--- config.mk ---
export PLATFORM = sky130hd
export DESIGN_NAME = idata_router
export DESIGN_NICKNAME = d
export VERILOG_FILES = /design/src/rtl/idata_pkg.sv /design/src/rtl/idata_addr_map.sv /design/src/rtl/idata_ram.sv /design/src/rtl/idata_sfr_file.sv /design/src/rtl/idata_router.sv
export SDC_FILE = /design/constraint.sdc
export NUM_CORES = 2
export LEC_CHECK = 0
export CAP_MARGIN = 10
export CORE_ASPECT_RATIO = 1.5
export CORE_UTILIZATION = 45
export DETAILED_ROUTE_END_ITERATION = 6
export SETUP_SLACK_MARGIN = 0.05
export SKIP_CTS_REPAIR_TIMING = 1
export SYNTH_ARGS = -nofsm -noshare
export SYNTH_HDL_FRONTEND = slang
export SYNTH_SLANG_ARGS = --single-unit
--- constraint.sdc ---
create_clock -name clk -period 8.3 [get_ports clk]
set_input_delay 1.66 -clock clk [delete_from_list [all_inputs] [get_ports clk]]
set_output_delay 1.66 -clock clk [all_outputs]
set_load 0.005 [all_outputs]
--- src/rtl/idata_pkg.sv ---
// Package: shared types for the internal data address space.
// Assumes byte-wide storage and an 8-bit address space.
package idata_pkg;

    typedef enum logic [1:0] {
        ACC_DIRECT   = 2'd0,
        ACC_INDIRECT = 2'd1,
        ACC_REGISTER = 2'd2,
        ACC_BIT      = 2'd3
    } acc_kind_e;

    // Resolved storage target of one access
    typedef struct packed {
        logic       is_sfr;
        logic       is_bit;
        logic [7:0] byte_addr;
        logic [2:0] bit_idx;
    } tgt_t;

endpackage

--- src/rtl/idata_addr_map.sv ---
// Address map: resolves an access into a storage target.
// Purely combinational. Assumes the pointer byte (R0/R1 of the current
// bank) is already read from RAM by the caller.
module idata_addr_map
    import idata_pkg::*;
#(
    parameter int BANK_W  = 2,
    parameter int REG_W   = 3,
    parameter logic [7:0] FLAG_BASE = 8'h20
) (
    input  logic [1:0]        acc_mode,
    input  logic [7:0]        acc_addr,
    input  logic [REG_W-1:0]  acc_reg,
    input  logic [BANK_W-1:0] bank,
    input  logic [7:0]        ptr_val,
    output tgt_t              tgt
);
    localparam int PAD_W = 8 - BANK_W - REG_W;

    // Route the address by access kind
    always_comb begin
        tgt = '0;
        unique case (acc_kind_e'(acc_mode))
            ACC_DIRECT: begin
                tgt.is_sfr    = acc_addr[7];
                tgt.byte_addr = acc_addr;
            end
            ACC_INDIRECT: begin
                tgt.byte_addr = ptr_val;
            end
            ACC_REGISTER: begin
                tgt.byte_addr = {{PAD_W{1'b0}}, bank, acc_reg};
            end
            ACC_BIT: begin
                tgt.is_bit  = 1'b1;
                tgt.bit_idx = acc_addr[2:0];
                if (acc_addr[7]) begin
                    tgt.is_sfr    = 1'b1;
                    tgt.byte_addr = {acc_addr[7:3], 3'b000};
                end else begin
                    tgt.byte_addr = FLAG_BASE | {4'b0000, acc_addr[6:3]};
                end
            end
            default: tgt = '0;
        endcase
    end
endmodule

--- src/rtl/idata_ram.sv ---
// RAM: byte array with one write port and two asynchronous read ports
// (access target and pointer register). Contents are not reset.
module idata_ram #(
    parameter int ADDR_W = 8,
    parameter int DATA_W = 8
) (
    input  logic              clk,
    input  logic              we,
    input  logic [ADDR_W-1:0] waddr,
    input  logic [DATA_W-1:0] wdata,
    input  logic [ADDR_W-1:0] raddr_a,
    output logic [DATA_W-1:0] rdata_a,
    input  logic [ADDR_W-1:0] raddr_b,
    output logic [DATA_W-1:0] rdata_b
);
    localparam int DEPTH = 1 << ADDR_W;

    logic [DATA_W-1:0] mem [DEPTH];

    // Store one byte per write
    always_ff @(posedge clk) begin
        if (we) mem[waddr] <= wdata;
    end

    // Combinational read ports
    always_comb begin
        rdata_a = mem[raddr_a];
        rdata_b = mem[raddr_b];
    end
endmodule

--- src/rtl/idata_sfr_file.sv ---
// SFR window: implements one register at each upper address that is a
// multiple of 8. Other upper addresses read 0 and ignore writes.
// Exposes the bank field of the status register.
module idata_sfr_file #(
    parameter int DATA_W = 8,
    parameter int BANK_W = 2,
    parameter logic [7:0] STATUS_ADDR = 8'hD0,
    parameter int BANK_LSB = 3
) (
    input  logic              clk,
    input  logic              rst_n,
    input  logic              we,
    input  logic [7:0]        addr,
    input  logic [DATA_W-1:0] wdata,
    output logic [DATA_W-1:0] rdata,
    output logic [BANK_W-1:0] bank
);
    localparam int SLOT_SH = 3;
    localparam int SLOTS   = 1 << (7 - SLOT_SH);
    localparam int SLOT_W  = 7 - SLOT_SH;
    localparam logic [SLOT_W-1:0] STATUS_SLOT = STATUS_ADDR[6:SLOT_SH];

    logic [DATA_W-1:0] regs [SLOTS];
    logic              hit;
    logic [SLOT_W-1:0] slot;

    assign hit  = addr[7] && (addr[SLOT_SH-1:0] == '0);
    assign slot = addr[6:SLOT_SH];

    for (genvar i = 0; i < SLOTS; i++) begin : g_slot
        // Hold one implemented SFR, cleared on reset
        always_ff @(posedge clk) begin
            if (!rst_n)
                regs[i] <= '0;
            else if (we && hit && (slot == SLOT_W'(i)))
                regs[i] <= wdata;
        end
    end

    // Return register contents, zero when unimplemented
    always_comb begin
        rdata = hit ? regs[slot] : '0;
    end

    assign bank = regs[STATUS_SLOT][BANK_LSB +: BANK_W];
endmodule

--- src/rtl/idata_router.sv ---
// Top: internal data address space with banked registers, a split upper
// region (SFR when direct, RAM when indirect) and bit read-modify-write.
// Assumes one access per cycle; read data is registered one cycle later.
module idata_router
    import idata_pkg::*;
#(
    parameter int BANK_W = 2,
    parameter int REG_W  = 3,
    parameter logic [7:0] STATUS_ADDR = 8'hD0,
    parameter int BANK_LSB = 3
) (
    input  logic             clk,
    input  logic             rst_n,
    input  logic             acc_en,
    input  logic             acc_wr,
    input  logic [1:0]       acc_mode,
    input  logic [7:0]       acc_addr,
    input  logic [REG_W-1:0] acc_reg,
    input  logic [7:0]       wdata,
    output logic             rd_valid,
    output logic [7:0]       rd_data
);
    localparam int PTR_PAD = 8 - BANK_W - REG_W;

    logic [BANK_W-1:0] bank;
    logic [7:0]        ptr_addr, ptr_val;
    logic [7:0]        ram_rd, sfr_rd, cur_byte, new_byte, rd_val;
    logic              ram_we, sfr_we;
    tgt_t              tgt;

    // Pointer register R0/R1 of the current bank
    assign ptr_addr = {{PTR_PAD{1'b0}}, bank, {(REG_W-1){1'b0}}, acc_reg[0]};

    idata_addr_map #(.BANK_W(BANK_W), .REG_W(REG_W)) u_map (
        .acc_mode(acc_mode), .acc_addr(acc_addr), .acc_reg(acc_reg),
        .bank(bank), .ptr_val(ptr_val), .tgt(tgt)
    );

    idata_ram #(.ADDR_W(8), .DATA_W(8)) u_ram (
        .clk(clk), .we(ram_we), .waddr(tgt.byte_addr), .wdata(new_byte),
        .raddr_a(tgt.byte_addr), .rdata_a(ram_rd),
        .raddr_b(ptr_addr), .rdata_b(ptr_val)
    );

    idata_sfr_file #(.DATA_W(8), .BANK_W(BANK_W), .STATUS_ADDR(STATUS_ADDR),
                     .BANK_LSB(BANK_LSB)) u_sfr (
        .clk(clk), .rst_n(rst_n), .we(sfr_we), .addr(tgt.byte_addr),
        .wdata(new_byte), .rdata(sfr_rd), .bank(bank)
    );

    // Select the current byte and build the merged write byte
    always_comb begin
        cur_byte = tgt.is_sfr ? sfr_rd : ram_rd;
        new_byte = wdata;
        rd_val   = cur_byte;
        if (tgt.is_bit) begin
            new_byte = cur_byte;
            new_byte[tgt.bit_idx] = wdata[0];
            rd_val   = {7'b0, cur_byte[tgt.bit_idx]};
        end
    end

    assign ram_we = acc_en && acc_wr && !tgt.is_sfr;
    assign sfr_we = acc_en && acc_wr &&  tgt.is_sfr;

    // Register the read result and its valid flag
    always_ff @(posedge clk) begin
        if (!rst_n) begin
            rd_valid <= 1'b0;
            rd_data  <= '0;
        end else begin
            rd_valid <= acc_en;
            if (acc_en) rd_data <= rd_val;
        end
    end
endmodule

==> metrics.md <==
| Metric | Value |
|---|---|
| Yosys warns | `0` |
| Commonest cells in the netlist | `edfxtp_1 (2,176), nand2_1 (921), nor2_1 (395)` |
| Mapped Area | `89,760 um^2` |
| Die area | `201,300 um^2` |
| Most frequent cell after synthesis | `edfxtp_1` |
| Core ar. | `197,900 um^2` |
| Leading area contributor after synthesis | `edfxtp_1` |
| Seq/Total Area, Yosys | `0.7299` |
| Clk root buf | `clkbuf_16` |
| Largest net degree at the start of global routing | `157` |
| # port buffers | `33` |
| Commonest register cell after synthesis | `edfxtp_1` |
| Crit. End Element | `register` |
| 1st-iter DRT viols | `6,909` |
| Max capacitance violation total | `0` |
| Critical-path cell list | `clkdlybuf4s50_1 -> inv_1 -> ha_1 -> nor2b_1 -> a221oi_1 -> a21o_4 -> buf_12 -> buf_12 -> a32oi_1 -> a21oi_1 -> a21oi_1 -> o41ai_1 -> buf_4 -> a41o_1 -> o211ai_1 -> a22oi_2 -> clkinvlp_4 -> buf_12` |
| Yosys top cell area share | `0.7279` |
| First-pass GRT wire length | `392,800 um` |
| Die height | `549.0 um` |
| Routed len/inst | `30.56 um` |
| Max Freq | `126.4 MHz` |
| Largest cells by area after synthesis | `edfxtp_1 (73%), nand2_1 (3.9%), mux2i_1 (2.8%)` |
| Library cells used by synthesis | `84` |
| Run status | `finished with violations` |
| Worst-skew pair later-pin latency | `0.86 ns` |
| Cell Pwr Density | `241.1 nW/um^2` |
| Arr. time, crit path | `8.30 ns` |
| Row Count | `200` |
| Vias per inst | `6.313` |
| FFs w/ async S/R, synth | `0` |
| Antenna-violating nets left | `0` |
| Drt first pass iters | `7` |
| Clk buf depth | `4` |
| Final clock period utilization by the worst path | `0.9534` |
| Maximum VDD drop | `163.0 uV` |
| Clk slew on worst S/H paths | `0.06 ns` |
| CP Launch Type | `input pin` |
| DP HPWL | `168,200 um` |
| Non-Filler Instances | `9,006` |
| Vias | `56,850` |
| Slowest cell on crit path | `o41ai_1` |
| Worst Skew | `0.05415 ns` |
| Post-synth EDFFs | `2,176` |
| Count of pins over their slew limit | `0` |
| Crit path kind | `input pin to register` |
| H-tree levels | `4` |
| Fin crit period | `7.913 ns` |
| Gp weighted congestion | `0.9397` |
| Final wirelength | `275,300 um` |
| RSZ-0062 raised after global routing | `no` |
| Final setup viols | `0` |
| Vias in the first global route | `55,070` |
| Yosys reg bits | `2,185` |
| Dpl ws | `-0.1839 ns` |
| I/O pin total | `34` |
| Final WS setup | `0.3869 ns` |
| # clock sinks | `2,185` |
| Final Util | `0.5053` |
| Initial antenna violation count | `2` |
| Area Growth Syn to Fin | `11.43%` |
| Chip width | `366.7 um` |
| Remaining Overflow, GRT | `0` |
| GRT Overall Usage | `0.2676` |
| Slew HR | `0.1159` |
| Final TNS setup | `0 ns` |
| Layout cells sized above 1 | `0.1013` |
| Crit Path Max Fanout | `156` |
| CTS buffer count | `200` |
| Static leakage | `32.43 nW` |
| Count of final hold-check violations | `0` |
| Final net count | `6,258` |
| Post-Syn Nets | `6,221` |
| CP max stage delay | `1.17 ns` |
| DRC errors left | `1` |
| Starting density of the core | `0.4535` |
| FF-to-FF setup slack | `1.23 ns` |
| Worst Hold Class | `register to register` |
| Syn_area_per_cell | `14.50 um^2` |
| Top cell by count, worst path | `buf_12` |
| Worst-margin pin slew | `1.309 ns` |
| Total power draw | `0.02412 W` |
| CTS tree | `built` |
| Failing checks | `DRC` |
| Critical Path RT | `8.68 ns` |
| Synth Instances | `6,192` |
| Placed cell count | `8,652` |
-- per-layer routing --
layer  GRT usage  wire (um)  share of wire
met5           0          0              0
met4      0.1339      15380          0.056
met3     0.03878      21720          0.079
met2      0.4577     136500           0.50
met1      0.3316     101700           0.37
-- worst paths after layout --
path / from / end / cells after the start
setup reg to reg: u_sfr.regs[10][3]$_SDFFCE_PN0P_ / u_ram.mem[118][4]$_DFFE_PP_ / 16
setup / recovery: acc_mode[0] / u_ram.mem[118][4]$_DFFE_PP_ / 18
hold / removal: rd_data[4]$_SDFFE_PN0P_ / rd_data[4]$_SDFFE_PN0P_ / 2
hold reg to reg: rd_data[4]$_SDFFE_PN0P_ / rd_data[4]$_SDFFE_PN0P_ / 2
-- cell type report --
| cell class | instances | area, um^2 |
|---|---|---|
| fillers | 16430 | 97920 |
| flip-flops and latches | 2185 | 65520 |
| well taps | 2626 | 3286 |
| repair buffers | 321 | 3303 |
| diodes | 2 | 5.005 |
| clock inverters | 111 | 765.7 |
| multi-input cells | 3434 | 21510 |
| clock buffers | 240 | 5261 |
| inverters | 87 | 364.1 |
-- flip-flops by register name, indices dropped and copies added, names as in the netlist --
register	flops
rd_valid	1
u_sfr.regs	128
u_ram.mem	2048
rd_data	8
-- power breakdown --
part | internal, W | leakage (nW) | switching (W)
registers | 0.0124 | 19.9 | 0.0000143
clock network | 0.00480 | 2.94 | 0.00400
logic | 0.000820 | 9.62 | 0.00212
total | 0.0180 | 32.4 | 0.00613
-- cell families after synthesis --
kind of cell | synth area share
and+or+nand+nor | 0.08018
AOI/OAI and AO/OA | 0.1203
DFF | 0.7299
adders and majority gates | 0.0005576
buffers and inverters | 0.03284
muxes | 0.03620
-- critical path, delay by kind of cell --
family          cells  cell delay, ns
buf+inv             7            2.00
compound gates      9            3.73
simple gates        1            0.21
fa+ha+maj           1            0.37
-- metrics by stage --
step	cell area (um^2)	hold slack (ns)
after floorplan	89770	0.5074
after global placement	93970	0.5068
after detailed placement	93980	0.5373
after CTS	100000	0.5459
after global routing	100000	0.5685
final	100000	0.5457
-- placed cells by master, fill, tap and decap left out, types with 65 or more instances in the layout --
cell       netlist  final
buf_12           1     65
inv_1           82     80
clkbuf_16        0    205
a32oi_1        168    168
mux2i_1        253    253
a211oi_1       277    277
buf_4           73    221
a221oi_1       257    256
nand3_1         85     85
a311oi_1        75     75
edfxtp_1      2176   2176
and2_1         167    167
a22oi_1         76     75
a21oi_1        376    375
nand2_1        921    905
nor2_1         395    394
No activity file was read; power rests on OpenSTA's default activity.
